### config.mk
export PLATFORM = sky130hd
export DESIGN_NAME = intr_cycle_seq
export DESIGN_NICKNAME = d
export VERILOG_FILES = /design/src/rtl/intr_seq_pkg.sv /design/src/rtl/intr_seq_cnt.sv /design/src/rtl/intr_ctrl_ff.sv /design/src/rtl/intr_dp.sv /design/src/rtl/intr_cycle_seq.sv
export SDC_FILE = /design/constraint.sdc
export NUM_CORES = 1
export LEC_CHECK = 0
export BUFFER_PORTS_ARGS = -buffer_cell sky130_fd_sc_hd__clkbuf_2
export CORE_MARGIN = 5
export CORE_UTILIZATION = 41
export DETAILED_ROUTE_END_ITERATION = 8
export PLACE_DENSITY = 0.83
export SYNTH_ARGS = -nofsm -noshare
export SYNTH_HDL_FRONTEND = slang
export SYNTH_SLANG_ARGS = --single-unit
### constraint.sdc
create_clock -name clk_i -period 1.7 [get_ports clk_i]
set_clock_uncertainty 0.05 [all_clocks]
set_input_delay 0.085 -clock clk_i [delete_from_list [all_inputs] [get_ports clk_i]]
set_output_delay 0.085 -clock clk_i [all_outputs]
set_load 0.01 [all_outputs]
### src/rtl/intr_seq_pkg.sv
package intr_seq_pkg;
  localparam int unsigned N_STEPS = 3;

  typedef struct packed {
    logic save;   // R.T0
    logic wr;     // R.T1
    logic fin;    // R.T2
  } icyc_ctl_t;
endpackage

### src/rtl/intr_seq_cnt.sv
module intr_seq_cnt #(
  parameter int unsigned SC_W    = 3,
  parameter int unsigned N_STEPS = intr_seq_pkg::N_STEPS
) (
  input  logic               clk_i,
  input  logic               rst_ni,
  input  logic               clr_i,
  output logic [N_STEPS-1:0] t_o
);
  logic [SC_W-1:0] sc_q;

  always_ff @(posedge clk_i or negedge rst_ni) begin
    if (!rst_ni)    sc_q <= '0;
    else if (clr_i) sc_q <= '0;
    else            sc_q <= sc_q + SC_W'(1);
  end

  for (genvar k = 0; k < N_STEPS; k++) begin : g_dec
    assign t_o[k] = (sc_q == SC_W'(k));
  end

  AST_T_ONEHOT: assert property (@(posedge clk_i) disable iff (!rst_ni)
    $onehot0(t_o));
  AST_SC_RESTART: assert property (@(posedge clk_i) disable iff (!rst_ni)
    clr_i |=> t_o[0]);
  AST_SC_ADVANCE: assert property (@(posedge clk_i) disable iff (!rst_ni)
    (t_o[0] && !clr_i) |=> t_o[1]);
endmodule

### src/rtl/intr_ctrl_ff.sv
module intr_ctrl_ff
  import intr_seq_pkg::*;
#(
  parameter int unsigned N_STEPS = intr_seq_pkg::N_STEPS
) (
  input  logic               clk_i,
  input  logic               rst_ni,
  input  logic               ion_i,
  input  logic               iof_i,
  input  logic               fgi_i,
  input  logic               fgo_i,
  input  logic [N_STEPS-1:0] t_i,
  output logic               r_o,
  output logic               ien_o,
  output logic               sc_clr_o,
  output logic [N_STEPS-1:0] fetch_o,
  output icyc_ctl_t          ctl_o
);
  logic r_q, ien_q;
  logic r_set, ien_clr;

  assign r_set   = ien_q & (fgi_i | fgo_i) & ~(|t_i);
  assign ctl_o   = '{save: r_q & t_i[0], wr: r_q & t_i[1], fin: r_q & t_i[2]};
  assign ien_clr = iof_i | ctl_o.fin;

  always_ff @(posedge clk_i or negedge rst_ni) begin
    if (!rst_ni)        r_q <= 1'b0;
    else if (ctl_o.fin) r_q <= 1'b0;
    else if (r_set)     r_q <= 1'b1;
  end

  always_ff @(posedge clk_i or negedge rst_ni) begin
    if (!rst_ni)      ien_q <= 1'b0;
    else if (ien_clr) ien_q <= 1'b0;
    else if (ion_i)   ien_q <= 1'b1;
  end

  for (genvar k = 0; k < N_STEPS; k++) begin : g_fetch
    assign fetch_o[k] = t_i[k] & ~r_q;
  end

  assign r_o      = r_q;
  assign ien_o    = ien_q;
  assign sc_clr_o = ctl_o.fin;

  AST_R_NEEDS_IEN: assert property (@(posedge clk_i) disable iff (!rst_ni)
    $rose(r_q) |-> $past(ien_q) && $past(fgi_i || fgo_i));
  AST_R_OUTSIDE_T: assert property (@(posedge clk_i) disable iff (!rst_ni)
    $rose(r_q) |-> $past(t_i) == '0);
  AST_CYCLE_END: assert property (@(posedge clk_i) disable iff (!rst_ni)
    (r_q && t_i[2]) |=> !r_q && !ien_q);
  AST_IOF_WINS: assert property (@(posedge clk_i) disable iff (!rst_ni)
    iof_i |=> !ien_q);
  AST_FETCH_GATED: assert property (@(posedge clk_i) disable iff (!rst_ni)
    r_q |-> fetch_o == '0);
endmodule

### src/rtl/intr_dp.sv
module intr_dp
  import intr_seq_pkg::*;
#(
  parameter int unsigned ADDR_W = 12,
  parameter int unsigned DATA_W = 16
) (
  input  logic              clk_i,
  input  logic              rst_ni,
  input  logic              r_i,
  input  icyc_ctl_t         ctl_i,
  input  logic              pc_ld_i,
  input  logic [ADDR_W-1:0] pc_d_i,
  output logic [ADDR_W-1:0] pc_o,
  output logic [ADDR_W-1:0] ar_o,
  output logic [ADDR_W-1:0] tr_o,
  output logic              mem_we_o,
  output logic [ADDR_W-1:0] mem_addr_o,
  output logic [DATA_W-1:0] mem_wdata_o
);
  logic [ADDR_W-1:0] pc_q, ar_q, tr_q;

  always_ff @(posedge clk_i or negedge rst_ni) begin
    if (!rst_ni) begin
      ar_q <= '0;
      tr_q <= '0;
    end else if (ctl_i.save) begin
      ar_q <= '0;
      tr_q <= pc_q;
    end
  end

  always_ff @(posedge clk_i or negedge rst_ni) begin
    if (!rst_ni)                pc_q <= '0;
    else if (ctl_i.wr)          pc_q <= '0;
    else if (ctl_i.fin)         pc_q <= pc_q + ADDR_W'(1);
    else if (pc_ld_i && !r_i)   pc_q <= pc_d_i;
  end

  assign pc_o        = pc_q;
  assign ar_o        = ar_q;
  assign tr_o        = tr_q;
  assign mem_we_o    = ctl_i.wr;
  assign mem_addr_o  = ar_q;
  assign mem_wdata_o = DATA_W'(tr_q);

  AST_SAVE_PC: assert property (@(posedge clk_i) disable iff (!rst_ni)
    ctl_i.save |=> ar_q == '0 && tr_q == $past(pc_q));
  AST_WE_SINGLE: assert property (@(posedge clk_i) disable iff (!rst_ni)
    mem_we_o |=> !mem_we_o);
  AST_PC_ZERO: assert property (@(posedge clk_i) disable iff (!rst_ni)
    ctl_i.wr |=> pc_q == '0);
  AST_PC_ONE: assert property (@(posedge clk_i) disable iff (!rst_ni)
    ctl_i.fin |=> pc_q == ADDR_W'(1));
  AST_PC_HOLD: assert property (@(posedge clk_i) disable iff (!rst_ni)
    (r_i && !ctl_i.wr && !ctl_i.fin) |=> pc_q == $past(pc_q));
endmodule

### src/rtl/intr_cycle_seq.sv
module intr_cycle_seq
  import intr_seq_pkg::*;
#(
  parameter int unsigned ADDR_W = 12,
  parameter int unsigned DATA_W = 16,
  parameter int unsigned SC_W   = 3
) (
  input  logic               clk_i,
  input  logic               rst_ni,
  input  logic               ion_i,
  input  logic               iof_i,
  input  logic               fgi_i,
  input  logic               fgo_i,
  input  logic               sc_clr_i,
  input  logic               pc_ld_i,
  input  logic [ADDR_W-1:0]  pc_d_i,
  output logic [N_STEPS-1:0] t_o,
  output logic [N_STEPS-1:0] fetch_o,
  output logic               r_o,
  output logic               ien_o,
  output logic [ADDR_W-1:0]  pc_o,
  output logic [ADDR_W-1:0]  ar_o,
  output logic [ADDR_W-1:0]  tr_o,
  output logic               mem_we_o,
  output logic [ADDR_W-1:0]  mem_addr_o,
  output logic [DATA_W-1:0]  mem_wdata_o
);
  logic      sc_clr_int;
  icyc_ctl_t ctl;
  logic [N_STEPS-1:0] t;

  intr_seq_cnt #(.SC_W(SC_W), .N_STEPS(N_STEPS)) u_cnt (
    .clk_i (clk_i),
    .rst_ni(rst_ni),
    .clr_i (sc_clr_i | sc_clr_int),
    .t_o   (t)
  );

  intr_ctrl_ff #(.N_STEPS(N_STEPS)) u_ctrl (
    .clk_i   (clk_i),
    .rst_ni  (rst_ni),
    .ion_i   (ion_i),
    .iof_i   (iof_i),
    .fgi_i   (fgi_i),
    .fgo_i   (fgo_i),
    .t_i     (t),
    .r_o     (r_o),
    .ien_o   (ien_o),
    .sc_clr_o(sc_clr_int),
    .fetch_o (fetch_o),
    .ctl_o   (ctl)
  );

  intr_dp #(.ADDR_W(ADDR_W), .DATA_W(DATA_W)) u_dp (
    .clk_i      (clk_i),
    .rst_ni     (rst_ni),
    .r_i        (r_o),
    .ctl_i      (ctl),
    .pc_ld_i    (pc_ld_i),
    .pc_d_i     (pc_d_i),
    .pc_o       (pc_o),
    .ar_o       (ar_o),
    .tr_o       (tr_o),
    .mem_we_o   (mem_we_o),
    .mem_addr_o (mem_addr_o),
    .mem_wdata_o(mem_wdata_o)
  );

  assign t_o = t;

  AST_RESET_STATE: assert property (@(posedge clk_i)
    !rst_ni |-> !r_o && !ien_o && pc_o == '0 && ar_o == '0 && tr_o == '0);
endmodule

# [Yosys cells after proc, flatten, opt, wreduce, memory -nomap -nowiden]
# Cells that the tools add are included.
[op_classes] addsub=2 eq_ne=2 muxes=8 n_bitwise=13 n_reduce_logical=7
[op_table] operator="2-to-1 mux 12 bit" n=3
[op_table] operator="adder 12 x 1 -> 12 bit (second input constant)" n=1
[op_table] operator="bitwise AND 1 bit" n=8
[op_table] operator="2-to-1 mux 1 bit" n=4
[op_table] operator="nonzero test 2 bit" n=2
[op_table] operator="adder 3 x 1 -> 3 bit (second input constant)" n=1
[op_table] operator="equality test 3 x 1 -> 1 bit (second input constant)" n=1
[op_table] operator="equality test 3 x 2 -> 1 bit (second input constant)" n=1
[op_table] operator="zero test 3 bit" n=1
[op_table] operator="2-to-1 mux 3 bit" n=1
[op_table] operator="bitwise OR 1 bit" n=3
[op_table] operator="nonzero test 3 bit" n=1
[op_table] operator="OR reduction 3 bit" n=1
[op_table] operator="inverter 1 bit" n=2
[op_table] operator="logical AND 1 bit" n=1
[op_table] operator="zero test 1 bit" n=1
[totals] register_bits=29 in_bits=20 out_inout_bits=73 elab_cells=37

# [Depth between registers and ports, before layout]
# Gate-level depths: netlist (run 1).
[logic_depth] word_depth=6 depth_mapped=7 depth_no_buf=6

# [Cells and area by module]
# From an unflattened synthesis (run 1), not the netlist that was laid out.
[unflattened] hier_cells=188 area_unflattened_um2=1903.1
[by_module_without_submodules] mod="intr_dp" n_inst=1 cells_each=156 area_per_inst_um2=1580.3 seq_area_each_um2=600.6
[by_module_without_submodules] mod="intr_seq_cnt" n_inst=1 cells_each=16 area_per_inst_um2=181.4 seq_area_each_um2=75.1
[by_module_without_submodules] mod="intr_ctrl_ff" n_inst=1 cells_each=15 area_per_inst_um2=135.1 seq_area_each_um2=50.0
[by_module_without_submodules] mod="intr_cycle_seq" n_inst=1 cells_each=1 area_per_inst_um2=6.3 seq_area_each_um2=0.0

# [Worst setup path before layout (run 1)]
# Ideal clock, no wire load.
[synth_path] path_kind="register -> register" start="reg u_cnt.sc_q[0]" end="reg u_dp.tr_q[3], in the netlist u_dp.tr_o[3]" setup_ns=0.125 arrival_ns=1.434 required_time_ns=1.525 setup_slack_ns=0.091 stages_incl_launch_ff=7 n_path_buf=1 period_less_slack_ns=1.609 path_cell_list="dfrtp_1 inv_1 ha_1 nor2b_2 nand2_2 buf_2 mux2_2"
[synth_via] elab_chain_len=2
[synth_rtl] element="start, declared" line_no="intr_seq_cnt.sv:10" text="logic [SC_W-1:0] sc_q;"
[synth_rtl] element="start signal, assigned" line_no="intr_seq_cnt.sv:15" text="else sc_q <= sc_q + SC_W'(1);"
[synth_rtl] element="zero test 3 bit" line_no="intr_seq_cnt.sv:19" text="assign t_o[k] = (sc_q == SC_W'(k));"
[synth_rtl] element="named net t_o[0]" line_no="intr_cycle_seq.sv:17" text="output logic [N_STEPS-1:0] t_o,"
[synth_rtl] element="bitwise AND 1 bit" line_no="intr_ctrl_ff.sv:23" text="assign ctl_o = '{save: r_q & t_i[0], wr: r_q & t_i[1], fin: r_q & t_i[2]};"
[synth_rtl] element="end signal, assigned" line_no="intr_dp.sv:28" text="tr_q <= pc_q;"
[synth_rtl] element="end, declared" line_no="intr_dp.sv:20" text="logic [ADDR_W-1:0] pc_q, ar_q, tr_q;"
# The timed path passes the listed nets, and every way through them passes these cells.
# A chain may end at the register's enable or synchronous reset.

# [Final worst setup path (run 1)]
[layout_path] start="reg u_cnt.sc_q[0]" end="out fetch_o[0]"
[layout_via] elab_chain_len=2
[layout_rtl] element="zero test 3 bit" line_no="intr_seq_cnt.sv:19"
[layout_rtl] element="bitwise AND 1 bit" line_no="intr_ctrl_ff.sv:39" text="assign fetch_o[k] = t_i[k] & ~r_q;"
[layout_rtl] element="end, declared" line_no="intr_cycle_seq.sv:18" text="output logic [N_STEPS-1:0] fetch_o,"
# No other way between the ends.

==> results of run 1 <==
[metrics by stage]
step                      hold WS [ns]  power (mW)  instances
after floorplan                 -0.261        2.40        220
after global placement           0.125        2.84        294
after detailed placement         0.130        2.90        294
after CTS                       0.0156        3.49        305
after global routing            0.0304        3.78        308
final                           0.0169        3.50        308
[worst reg2reg max path, stage by stage, from the launching register on]
cell	delay, ns
sky130_fd_sc_hd__dfrtp_1	0.39
sky130_fd_sc_hd__buf_4	0.15
sky130_fd_sc_hd__ha_4	0.17
sky130_fd_sc_hd__or2_2	0.29
sky130_fd_sc_hd__a21oi_2	0.15
sky130_fd_sc_hd__buf_6	0.15
sky130_fd_sc_hd__a21oi_1	0.05
sky130_fd_sc_hd__o22ai_1	0.13
[worst max path at each step]
stage / from / end / slack [ns] / cells past startpoint
final: u_cnt.sc_q[0] / fetch_o[0] / 0.08 / 5
after global routing: u_cnt.sc_q[0] / fetch_o[0] / -0.02 / 5
after CTS: u_cnt.sc_q[0] / u_dp.tr_o[3] / 0.01 / 5
after detailed placement: u_cnt.sc_q[0] / u_dp.pc_o[6] / -0.14 / 6
after global placement: u_cnt.sc_q[0] / u_dp.pc_o[3] / -0.05 / 6
after floorplan: u_cnt.sc_q[0] / u_dp.tr_o[3] / 0.09 / 6
[flip-flops by register name, summed over array words and instances, names as in the netlist]
| signal | flops |
|---|---|
| u_dp.pc_o | 12 |
| u_dp.tr_o | 12 |
| u_ctrl.r_o | 1 |
| u_ctrl.ien_o | 1 |
| u_cnt.sc_q | 3 |
[power by group through the flow]
stage          clock network (mW)  registers, mW  logic [mW]
2_1_floorplan                   0           1.40        1.01
3_3_place_gp                    0           1.30        1.54
3_5_place_dp                    0           1.32        1.58
4_1_cts                     0.580           1.31        1.60
5_1_grt                     0.611           1.38        1.79
6_report                    0.565           1.31        1.62
[Yosys cell counts (all sizes together)]
cell type	number
buf	48
nor2b	8
o22ai	4
conb	1
or2	1
a2bb2oi	1
mux2	10
mux2i	1
nand3	4
nor3	5
o31ai	1
nand3b	1
and3	3
o311ai	1
nor3b	2
nand2	12
nand4	2
xnor2	1
and4	1
and2	1
a21oi	9
dfrtp	29
a31oi	1
nand4bb	1
a32oi	2
inv	7
nor2	10
xor2	1
ha	5
o221ai	1
and3b	1
o31a	4
o21ai	14
[kinds of logic (layout without fill, tap and decap cells)]
logic type / Yosys count / after routing / share of synthesized area (%)
multiplexers: 11 / 11 / 6.70
AND/OR/NAND/NOR: 52 / 52 / 16.0
AO/OA/AOI/OAI: 38 / 38 / 12.9
other: 1 / 28 / 0.205
XOR/XNOR: 2 / 2 / 0.957
adder cells (fa/ha/maj): 5 / 5 / 3.42
buffers and inverters: 55 / 91 / 20.2
flip-flops: 29 / 29 / 39.6
[repair_timing]
| item | in CTS | in global routing |
|---|---|---|
| setup endpoints to repair | 12 | 21 |
| pin swaps | 0 | 0 |
| endpoints found under the hold margin | 34 | 0 |
| buffers inserted | 0 | 3 |
| gates resized for setup | 3 | 9 |
| hold buffers | 4 | 0 |
| gates cloned | 0 | 0 |
[metal layers]
layer,wire length [um],up-vias,track usage (%)
met4,68,0,4.72
met3,279,6,3.63
li1,-,721,-
met2,2150,52,26.2
met1,1600,709,15.2
met5,0,-,0
[final cells by class]
| class | instances | area (um^2) |
|---|---|---|
| Clock buffer | 7 | 86.3 |
| Fill cell | 418 | 2150 |
| Inverter | 7 | 26.3 |
| Multi-Input combinational cell | 136 | 866 |
| Sequential cell | 29 | 727 |
| Tap cell | 52 | 65.1 |
| Timing Repair Buffer | 77 | 432 |
==> flow_results.org, run 1 <==
** Power and ir drop
- Sequential power share :: 37.5%
- Across the VDD grid, the largest voltage drop is 413 uV.
- Clock network fraction of total power :: 16.1%
- Power dissipated by switching net loads :: 1.44 mW
- Net switching is 41.3% of the power.
- The internal portion of the total power is 2.06 mW.
- Power per unit of standard cell area :: 1590 mW/mm^2
- Lkg Pwr :: 1.17 nW
- Per report_power, the combinational group accounts for 46.4% of the total.

** Critical path
- The critical path goes through inv_2, ha_1, nor2b_2, nor2b_1, clkbuf_2.
- STA classifies the critical path endpoint as an output pin.
- Worst-case reg-to-reg path depth :: 7
- At the worst endpoint, the required time is 1.56 ns.
- The worst register-to-register path begins at u_cnt.sc_q[1].
- Critical setup path kind :: flip-flop to output pin
- Minimum setup slack among reg-to-reg paths :: 0.09 ns
- The largest individual stage delay along the critical path comes from the cell sky130_fd_sc_hd__dfrtp_1.
- Kind of cell adding the most delay to the critical path :: flip-flops
- Highest net fanout along the worst path :: 4
- Crit-path max cell delay :: 0.42 ns
- Data arrival time of the critical path :: 1.48 ns
- Together, buffers and inverters on the worst path number 2.
- The worst setup path is launched from a flip-flop.
- The worst register-to-register path ends at u_dp.pc_o[10].

** CTS
- Clock-pin slew was measured on the worst setup and hold paths at 0.06 ns.
- No sink is reached through more buffers than the 2 on the longest clock path.
- CTS tree :: yes
- Later-pin clock latency in the skew report :: 0.28 ns
- TritonCTS Sinks :: 29
- Root buffer selected by CTS :: sky130_fd_sc_hd__clkbuf_8
- The H-tree generated during clock tree synthesis spans 2 levels.
- In this run, CTS created clock tree buffers numbering 5.

** Place
- # port buffers :: 64
- Gp weighted congestion :: 0.854
- Worst slack after detailed placement :: -0.139 ns
- Hpwl dp :: 3040 um
- Post-placement cell area :: 0.00202 mm^2

** Synth
- Portion of the post-synthesis area used by sequential elements :: 39.6%
- Post-synth cell types :: 39
- After synthesis the netlist holds a flip-flop and latch count of 29.
- Yosys top cell by area :: sky130_fd_sc_hd__dfrtp_1
- Synthesized netlist cell count :: 193
- Avg Inst Size Synth :: 9.48 um^2
- Area contributors post-synth :: sky130_fd_sc_hd__dfrtp_1, sky130_fd_sc_hd__buf_4, sky130_fd_sc_hd__mux2_2
- During synthesis, Yosys emitted a total of 0 warnings.
- Summed instance area of the synthesized netlist :: 0.00183 mm^2
- Proportion of netlist area held by the largest area contributor :: 39.6%

** Timing
- Final setup violation count :: 0
- Setup total negative slack on the finished layout was measured at 0 ns.
- Final-report hold violation count :: 0
- Max frequency :: 619 MHz
- At the pin with the least slew margin, the transition time is 0.715 ns.
- Final critical delay including setup and external delays :: 1.62 ns
- Slew Viols, Final :: 0
- The final critical path takes up 95.1% of the cycle.
- The worst pin sits at a relative slew slack of 52.3%.
- Across all setup checks in the final design, the least slack found is 0.0832 ns.

** Cells and area
- Most used cells in the layout excluding fill and tap cells :: sky130_fd_sc_hd__clkbuf_2, sky130_fd_sc_hd__conb_1, sky130_fd_sc_hd__dfrtp_1, sky130_fd_sc_hd__nand2_1, sky130_fd_sc_hd__mux2_2
- In the final layout, the share of cells above drive strength 1 is 40.2%.
- Relative to the synthesized area, the layout overhead comes to 20.3%.
- Utilization after layout :: 50.6%
- Once layout is done, the placed cells without fillers occupy 0.00220 mm^2.
- 0 antenna diodes ended up in the layout.
- Layout Nets :: 281
- Most common cell after layout, fill and taps aside :: sky130_fd_sc_hd__clkbuf_2

** GRT
- The first global-routing pass estimated 6830 um of wire.
- The number of antenna violations at the first check in global routing is 0.
- Global routing consumed, over all layers together, 14.1% of the routing resources.
- After global routing the overflow that remains totals 0.
- Largest net degree at the start of global routing :: 30
- Vias in the first global route :: 1442

** Drt
- Final ANT Viol Nets :: 0
- Vias/cell :: 4.83
- Final routed wirelength across all metal layers :: 4100 um
- Routed wire length per instance :: 13.3 um
- Via count :: 1488
- Remaining design rule violation count :: 0
- Drt first-iter violations :: 106
- First-pass DRT Iterations :: 4

** Min path
- For hold timing, the worst endpoint is u_ctrl.ien_o.
- Min-delay worst type :: input pin to flip-flop
- The worst hold path begins at ion_i.
- Counting instances, the worst hold path has a depth of 3.

** Floorplan
- Row generation in the floorplan step produced 24 rows.
- Die boundary height :: 76.8 um
- Once the floorplan was initialized, standard cells occupied 42.0% of the core.
- The die covers 0.00590 mm^2.
- Core Region :: 0.00435 mm^2
- Die Width :: 76.8 um
- Ports :: 93

** Job
- Across the run, the number of max-cap violations was 0.

** Outcome
- The run finished with clean final reports.
Note: power is estimated with default switching activity, not from simulation.
==> inputs of run 2 (changes only) <==
--- a/config.mk
+++ b/config.mk
@@ -9,7 +9,7 @@
 export CORE_MARGIN = 5
 export CORE_UTILIZATION = 41
 export DETAILED_ROUTE_END_ITERATION = 8
-export PLACE_DENSITY = 0.83
+export PLACE_DENSITY = 0.77
 export SYNTH_ARGS = -nofsm -noshare
 export SYNTH_HDL_FRONTEND = slang
 export SYNTH_SLANG_ARGS = --single-unit
==> flow_results.org, run 2 (synthesis gave the netlist of run 1 again) <==
** Floorplan
- The width of the chip is 76.8 um (unchanged).
- The die height was 76.8 um (unchanged).
- Overall die area :: 0.00590 mm^2 (unchanged)
- The number of cell rows is 24 (unchanged).
- Ports :: 93 (unchanged)
- The core outline area was 0.00435 mm^2 (unchanged).
- The starting density of the core came to 42.0% (unchanged).

** Timing
- Max frequency :: 616 MHz (was 619 MHz)
- The number of failing setup endpoints in the final timing report came to 0 (unchanged).
- Transition at the pin with the smallest max-transition slack :: 0.741 ns (was 0.715 ns)
- Worst setup margin :: 0.0776 ns (was 0.0832 ns)
- The number of endpoints with negative hold slack in the final report is 0 (unchanged).
- The part of the cycle the worst path needs was 95.4% (was 95.1%).
- Final critical delay including setup and external delays :: 1.62 ns (about the same)
- The max-slew violation count is 0 (unchanged).
- Relative max-transition margin :: 50.6% (was 52.3%)
- The tightest hold margin was 0.0150 ns (was 0.0169 ns).

** CTS
- Clock slew at the register clock pins of the worst setup and hold paths :: 0.06 ns (about the same)
- CTS HTree Levels :: 2 (unchanged)
- Buffers from clock root to sink, at most :: 2 (unchanged)
- The CTS tree was yes (unchanged).
- TritonCTS Sinks :: 29 (unchanged)
- The clock buffer count from CTS was 5 (unchanged).
- Root buffer selected by CTS :: sky130_fd_sc_hd__clkbuf_8 (unchanged)
- The clock latency on the worst-skew pair is 0.28 ns (about the same).

** Cells and area
- Ratio of cells with drive above 1 in the final layout :: 40.2% (unchanged)
- The count of non-filler cells in the finished layout came to 308 (unchanged).
- The count of nets after finishing was 280 (was 281).
- The sequential standard cell area is 726 um^2 (was 727 um^2).
- The number of fill cells was 427 (was 418).
- Most used cells in the layout excluding fill and tap cells: sky130_fd_sc_hd__clkbuf_2, sky130_fd_sc_hd__dfrtp_1, sky130_fd_sc_hd__conb_1, sky130_fd_sc_hd__nand2_1, sky130_fd_sc_hd__mux2_2 (was sky130_fd_sc_hd__clkbuf_2, sky130_fd_sc_hd__conb_1, sky130_fd_sc_hd__dfrtp_1, sky130_fd_sc_hd__nand2_1, sky130_fd_sc_hd__mux2_2).
- The summed area of non-filler cells in the final layout came to 0.00221 mm^2 (was 0.00220 mm^2).
- The area overhead of the layout relative to synthesis was 20.9% (was 20.3%).
- The most common cell after layout, fill and taps aside is sky130_fd_sc_hd__clkbuf_2 (unchanged).
- The final antenna diode count was 0 (unchanged).
- Multi-input gate area :: 871 um^2 (was 866 um^2)

** Critical path
- The cell type of the slowest stage on the worst timing path was sky130_fd_sc_hd__dfrtp_1 (unchanged).
- Launch point of the worst path :: u_cnt.sc_q[0] (unchanged)
- The category of cells accounting for the largest share of critical-path delay is flip-flops (unchanged).
- The total buffers and inverters traversed by the critical path was 2 (unchanged).
- Highest net fanout along the worst path :: 5 (was 4)
- Launch instance of the worst register-to-register path :: u_cnt.sc_q[0] (was u_cnt.sc_q[1])
- The type of the worst setup path is flip-flop to output pin (unchanged).
- The required time of the worst setup path came to 1.56 ns (about the same).
- Data arrival time of the critical path :: 1.49 ns (was 1.48 ns)
- Type of origin of the critical path :: flip-flop (unchanged)
- Minimum setup slack among reg-to-reg paths :: 0.10 ns (was 0.09 ns)
- Worst path cell trace: inv_1, ha_2, nor2b_4, nor2b_1, clkbuf_2 (was inv_2, ha_1, nor2b_2, nor2b_1, clkbuf_2).
- Crit-path max cell delay :: 0.40 ns (was 0.42 ns)
- Capturing element type of the critical path :: output pin (unchanged)

** Place
- The total cell area at the placement stage came to 0.00203 mm^2 (was 0.00202 mm^2).
- Gp weighted congestion :: 0.818 (was 0.854)
- # port buffers :: 64 (unchanged)
- The pre-CTS setup slack was -0.121 ns (was -0.139 ns).
- The final HPWL from detailed placement came to 3110 um (was 3040 um).
- Number of placed instances with taps included :: 295 (was 294)

** Drt
- The number of nets with antenna violations after detailed routing is 0 (unchanged).
- Via count :: 1489 (was 1488)
- The total wirelength of the detailed-routed design was 4180 um (was 4100 um).
- The number of DRC markers in iteration 0 is 71 (was 106).
- The routed length per instance is 13.6 um (was 13.3 um).
- The number of detailed-route iterations in the first pass was 4 (unchanged).
- Vias/cell :: 4.83 (about the same)
- The DRC violation count after routing came to 0 (unchanged).

** Power and ir drop
- Power dissipated by switching net loads :: 1.47 mW (was 1.44 mW)
- Switching portion of total power :: 41.1% (was 41.3%)
- The combinational share of power came to 45.8% (was 46.4%).
- The total chip power was 3.57 mW (was 3.50 mW).
- Sequential power share :: 36.4% (was 37.5%)
- Lkg Pwr :: 1.18 nW (was 1.17 nW)
- The portion of total power attributed to the clock network is 17.8% (was 16.1%).
- The total power density per cell area was 1610 mW/mm^2 (was 1590 mW/mm^2).
- Largest vdd supply drop :: 666 uV (was 413 uV)
- Design internal power :: 2.11 mW (was 2.06 mW)

** GRT
- Vias in the first global route :: 1417 (was 1442)
- Aggregate global-route resource usage :: 14.3% (was 14.1%)
- The global-route wire length before repair was 6910 um (was 6830 um).
- Gr ovfl total :: 0 (unchanged)
- The number of antenna violations at the first check in global routing was 0 (unchanged).
- Largest net degree at the start of global routing :: 30 (unchanged)

** Min path
- The type of the tightest min-delay check is input pin to flip-flop (unchanged).
- Min-Delay Startpoint :: ion_i (unchanged)

** Job
- The total of max-cap violations came to 0 (unchanged).

** Outcome
- Result of the run :: finished, final reports clean (unchanged)
run 2: per-stage QoR:
| stage | util [%] | TNS (ns) |
|---|---|---|
| floorplan | - | 0 |
| global placement | 46.6 | -0.250 |
| detailed placement | 46.6 | -1.00 |
| CTS | 50.1 | 0 |
| global route | 50.8 | -0.0257 |
| finish | 50.8 | 0 |
run 2: power by group through the flow:
stage / clock [mW] / combinational [mW] / sequential [mW]
2_1_floorplan: 0 / 1.01 / 1.40
3_3_place_gp: 0 / 1.57 / 1.29
3_5_place_dp: 0 / 1.60 / 1.32
4_1_cts: 0.663 / 1.62 / 1.31
5_1_grt: 0.688 / 1.81 / 1.38
6_report: 0.634 / 1.64 / 1.30
run 2: worst paths after layout:
path,to,cells after the start
setup reg to reg,u_dp.pc_o[6],6
hold reg to reg,u_dp.tr_o[6],2
hold / removal,u_ctrl.ien_o,3
min in group asynchronous,u_dp.tr_o[0],2
setup / recovery,fetch_o[2],5
max in group asynchronous,u_dp.pc_o[7],2
run 2: what timing repair did:
action,in CTS,in global routing
hold endpoints to repair,34,0
cloned,0,0
endpoints found under the setup margin,22,21
hold buffers,4,0
setup buffers,1,0
resized for setup,2,9
run 2: cell type report:
cell class              count  area share, %
clock inverters             1          0.226
well taps                  52           2.94
repair buffers             76           19.2
flip-flops and latches     29           32.8
multi-input cells         136           39.3
inverters                   7           1.19
clock buffers               7           4.35
run 2: worst register-to-register path, cell delays in order, from the launching register on:
cell and delay [ns]:
sky130_fd_sc_hd__dfrtp_1 0.40, sky130_fd_sc_hd__inv_1 0.09, sky130_fd_sc_hd__ha_2 0.24, sky130_fd_sc_hd__nand3b_4 0.09, sky130_fd_sc_hd__buf_4 0.20, sky130_fd_sc_hd__o31a_1 0.29, sky130_fd_sc_hd__o22ai_1 0.15
run 2: metal layers:
layer / up-vias / part of all wire (%) / track usage, %
met4: 0 / 1.1 / 4.72
li1: 722 / - / -
met2: 51 / 52 / 25.3
met1: 711 / 38 / 15.8
met3: 5 / 8.2 / 4.80
met5: - / 0 / 0
==> inputs of run 3 (changes only) <==
--- a/config.mk
+++ b/config.mk
@@ -7,9 +7,9 @@
 export LEC_CHECK = 0
 export BUFFER_PORTS_ARGS = -buffer_cell sky130_fd_sc_hd__clkbuf_2
 export CORE_MARGIN = 5
-export CORE_UTILIZATION = 41
+export CORE_UTILIZATION = 35
 export DETAILED_ROUTE_END_ITERATION = 8
-export PLACE_DENSITY = 0.77
+export PLACE_DENSITY = 0.68
 export SYNTH_ARGS = -nofsm -noshare
 export SYNTH_HDL_FRONTEND = slang
 export SYNTH_SLANG_ARGS = --single-unit
==> flow_results.org, run 3 (synthesis gave the netlist of run 1 again) <==
** Drt
- The routed length per instance was 12.9 um (was 13.6 um).
- Final ANT Viol Nets :: 0 (unchanged)
- Via count :: 1466 (was 1489)
- The DRC violation count after routing was 0 (unchanged).
- First-pass DRT Iterations :: 4 (unchanged)
- The total wirelength of the detailed-routed design was 4220 um (was 4180 um).
- The routed via count divided by cell count is 4.50 (was 4.83).
- The number of DRC markers in iteration 0 came to 71 (unchanged).

** Place
- The pre-CTS setup slack is -0.152 ns (was -0.121 ns).
- The number of input and output port buffers inserted is 64 (unchanged).
- Gp weighted congestion :: 0.793 (was 0.818)
- The total cell area at the placement stage came to 0.00205 mm^2 (was 0.00203 mm^2).
- The final HPWL from detailed placement came to 3130 um (was 3110 um).

** Cells and area
- Most used cells in the layout excluding fill and tap cells: sky130_fd_sc_hd__clkbuf_2, sky130_fd_sc_hd__dfrtp_1, sky130_fd_sc_hd__conb_1, sky130_fd_sc_hd__nand2_1, sky130_fd_sc_hd__mux2_2 (unchanged).
- Design area :: 0.00221 mm^2 (about the same)
- Layout Nets :: 280 (unchanged)
- Register area :: 726 um^2 (unchanged)
- The most common cell after layout, fill and taps aside is sky130_fd_sc_hd__clkbuf_2 (unchanged).
- The number of fill cells was 540 (was 427).
- The area of the multi-input gates came to 866 um^2 (was 871 um^2).
- The final antenna diode count was 0 (unchanged).
- The area overhead of the layout relative to synthesis was 20.8% (was 20.9%).
- Ratio of cells with drive above 1 in the final layout :: 39.5% (was 40.2%)

** Timing
- Max frequency :: 626 MHz (was 616 MHz)
- The final critical-path required period is 1.60 ns (was 1.62 ns).
- Crit share post-route :: 93.9% (was 95.4%)
- The tightest hold margin is 0.0209 ns (was 0.0150 ns).
- The worst-margin pin slew was 0.752 ns (was 0.741 ns).
- Setup TNS :: 0 ns (unchanged)
- The worst max-slew margin expressed relative to the limit is 49.9% (was 50.6%).
- Final setup violation count :: 0 (unchanged)
- Final-report hold violation count :: 0 (unchanged)
- The max-slew violation count is 0 (unchanged).
- Setup repair after global routing left no endpoint under its margin.
- The least setup slack across all paths after layout is 0.103 ns (was 0.0776 ns).

** CTS
- The clock latency on the worst-skew pair came to 0.27 ns (was 0.28 ns).
- The clock-pin slew on the worst setup and hold paths came to 0.06 ns (about the same).
- The total number of H-tree levels is 2 (unchanged).
- Buffers from clock root to sink, at most :: 2 (unchanged)
- The CTS tree is yes (unchanged).
- TritonCTS Sinks :: 29 (unchanged)
- The root buffer cell is sky130_fd_sc_hd__clkbuf_8 (unchanged).
- Total clock buffers created by CTS :: 5 (unchanged)

** Min path
- Min-delay worst type :: input pin to flip-flop (unchanged)
- The end point of the worst hold path is u_ctrl.ien_o (unchanged).
- Min-Delay Startpoint :: ion_i (unchanged)
- WHS Path Cells :: 3 (unchanged)

** GRT
- The number of global-route vias before repair was 1426 (was 1417).
- Gr ovfl total :: 0 (unchanged)
- Aggregate global-route resource usage :: 12.4% (was 14.3%)
- The largest net degree at the start of global routing came to 30 (unchanged).
- Global-route wire length before repair :: 6450 um (was 6910 um)
- The number of antenna violations at the first check in global routing is 0 (unchanged).

** Critical path
- The capture instance of the worst register-to-register path was u_dp.pc_o[9] (was u_dp.pc_o[6]).
- The arrival time of the worst setup path is 1.46 ns (was 1.49 ns).
- The delay of the slowest cell on the worst path is 0.40 ns (about the same).
- Worst path cell trace :: inv_1, ha_2, nor2b_2, nor2b_1, clkbuf_2 (was inv_1, ha_2, nor2b_4, nor2b_1, clkbuf_2)
- The total buffers and inverters traversed by the critical path came to 2 (unchanged).
- The required time of the worst setup path is 1.56 ns (about the same).
- Launch instance of the worst register-to-register path :: u_cnt.sc_q[0] (unchanged)
- The highest fanout seen on the critical path is 4 (was 5).
- The cell type of the slowest stage on the worst timing path was sky130_fd_sc_hd__dfrtp_1 (unchanged).
- The critical path endpoint category is an output pin (unchanged).
- The startpoint kind of the worst setup timing path was a flip-flop (unchanged).
- Kind of cell adding the most delay to the critical path :: flip-flops (unchanged)
- Worst-case reg-to-reg path depth :: 7 (was 6)
- The type of the worst setup path is flip-flop to output pin (unchanged).
- The setup slack of the most critical reg-to-reg path came to 0.11 ns (was 0.10 ns).

** Power and ir drop
- The combinational share of power was 46.8% (was 45.8%).
- The maximum VDD drop came to 727 uV (was 666 uV).
- The leakage power came to 1.17 nW (was 1.18 nW).
- Switching portion of total power :: 41.7% (was 41.1%)
- Sequential power share :: 37.7% (was 36.4%)
- Power per unit of standard cell area :: 1570 mW/mm^2 (was 1610 mW/mm^2)
- The portion of total power attributed to the clock network came to 15.5% (was 17.8%).
- The power dissipated by switching net loads came to 1.45 mW (was 1.47 mW).
- Design internal power :: 2.02 mW (was 2.11 mW)

** Floorplan
- Core Region :: 0.00511 mm^2 (was 0.00435 mm^2)
- Die Width :: 82.3 um (was 76.8 um)
- The number of top-level pins is 93 (unchanged).
- Die boundary height :: 82.3 um (was 76.8 um)
- The number of cell rows came to 26 (was 24).
- The die area is 0.00678 mm^2 (was 0.00590 mm^2).
- The starting density of the core was 35.8% (was 42.0%).

** Job
- Number of max-cap violations :: 0 (unchanged)

** Outcome
- Result of the run: finished, final reports clean (unchanged).
[run 3: area by class of cell]
| class | instances | area share [%] |
|---|---|---|
| clock buffers | 6 | 3.28 |
| multi-input cells | 136 | 39.1 |
| clock inverters | 2 | 0.452 |
| flip-flops and latches | 29 | 32.8 |
| repair buffers | 76 | 19.2 |
| inverters | 7 | 1.19 |
| well taps | 70 | 3.96 |
[run 3: power groups by stage]
| stage | logic (mW) | clock network [mW] | registers, mW |
|---|---|---|---|
| after CTS | 1.63 | 0.567 | 1.30 |
| after floorplan | 1.01 | 0 | 1.40 |
| final | 1.62 | 0.539 | 1.31 |
| after global placement | 1.58 | 0 | 1.30 |
| after detailed placement | 1.60 | 0 | 1.32 |
| after global routing | 1.82 | 0.592 | 1.37 |
[run 3: tightest hold or removal path, delay by kind of cell]
| family | cells | cell delay (ns) |
|---|---|---|
| buf+inv | 1 | 0.08 |
| simple gates | 2 | 0.14 |
[run 3: how the worst max path moves through the flow]
stage	from	end	slack [ns]	cells past startpoint
floorplan	u_cnt.sc_q[0]	u_dp.tr_o[3]	0.09	6
global placement	u_cnt.sc_q[0]	u_dp.pc_o[9]	-0.07	6
detailed placement	u_cnt.sc_q[0]	u_dp.pc_o[6]	-0.15	6
CTS	u_cnt.sc_q[0]	fetch_o[2]	0.003	5
global route	u_cnt.sc_q[1]	fetch_o[1]	0.0002	5
finish	u_cnt.sc_q[1]	fetch_o[1]	0.10	5
[run 3: layer usage]
layer	routed length (um)	up-vias	global-route usage [%]
met1	1770	683	14.2
met2	2090	56	22.0
met3	324	4	3.47
met4	37	0	4.32
li1	-	723	-
met5	0	-	0
[run 3: metrics by stage]
step           cells  utilization, %  power [mW]
6_report         326            43.3        3.47
5_1_grt          326            43.3        3.78
4_1_cts          326            42.8        3.50
3_5_place_dp     313            40.1        2.92
3_3_place_gp     313            40.1        2.87
2_1_floorplan    220               -        2.40
[run 3: timing repair]
action | in CTS | in global routing
pin swaps | 0 | 0
resized for setup | 3 | 7
hold endpoints to repair | 34 | 0
setup buffers | 1 | 0
setup endpoints to repair | 23 | 22
hold buffers | 4 | 0
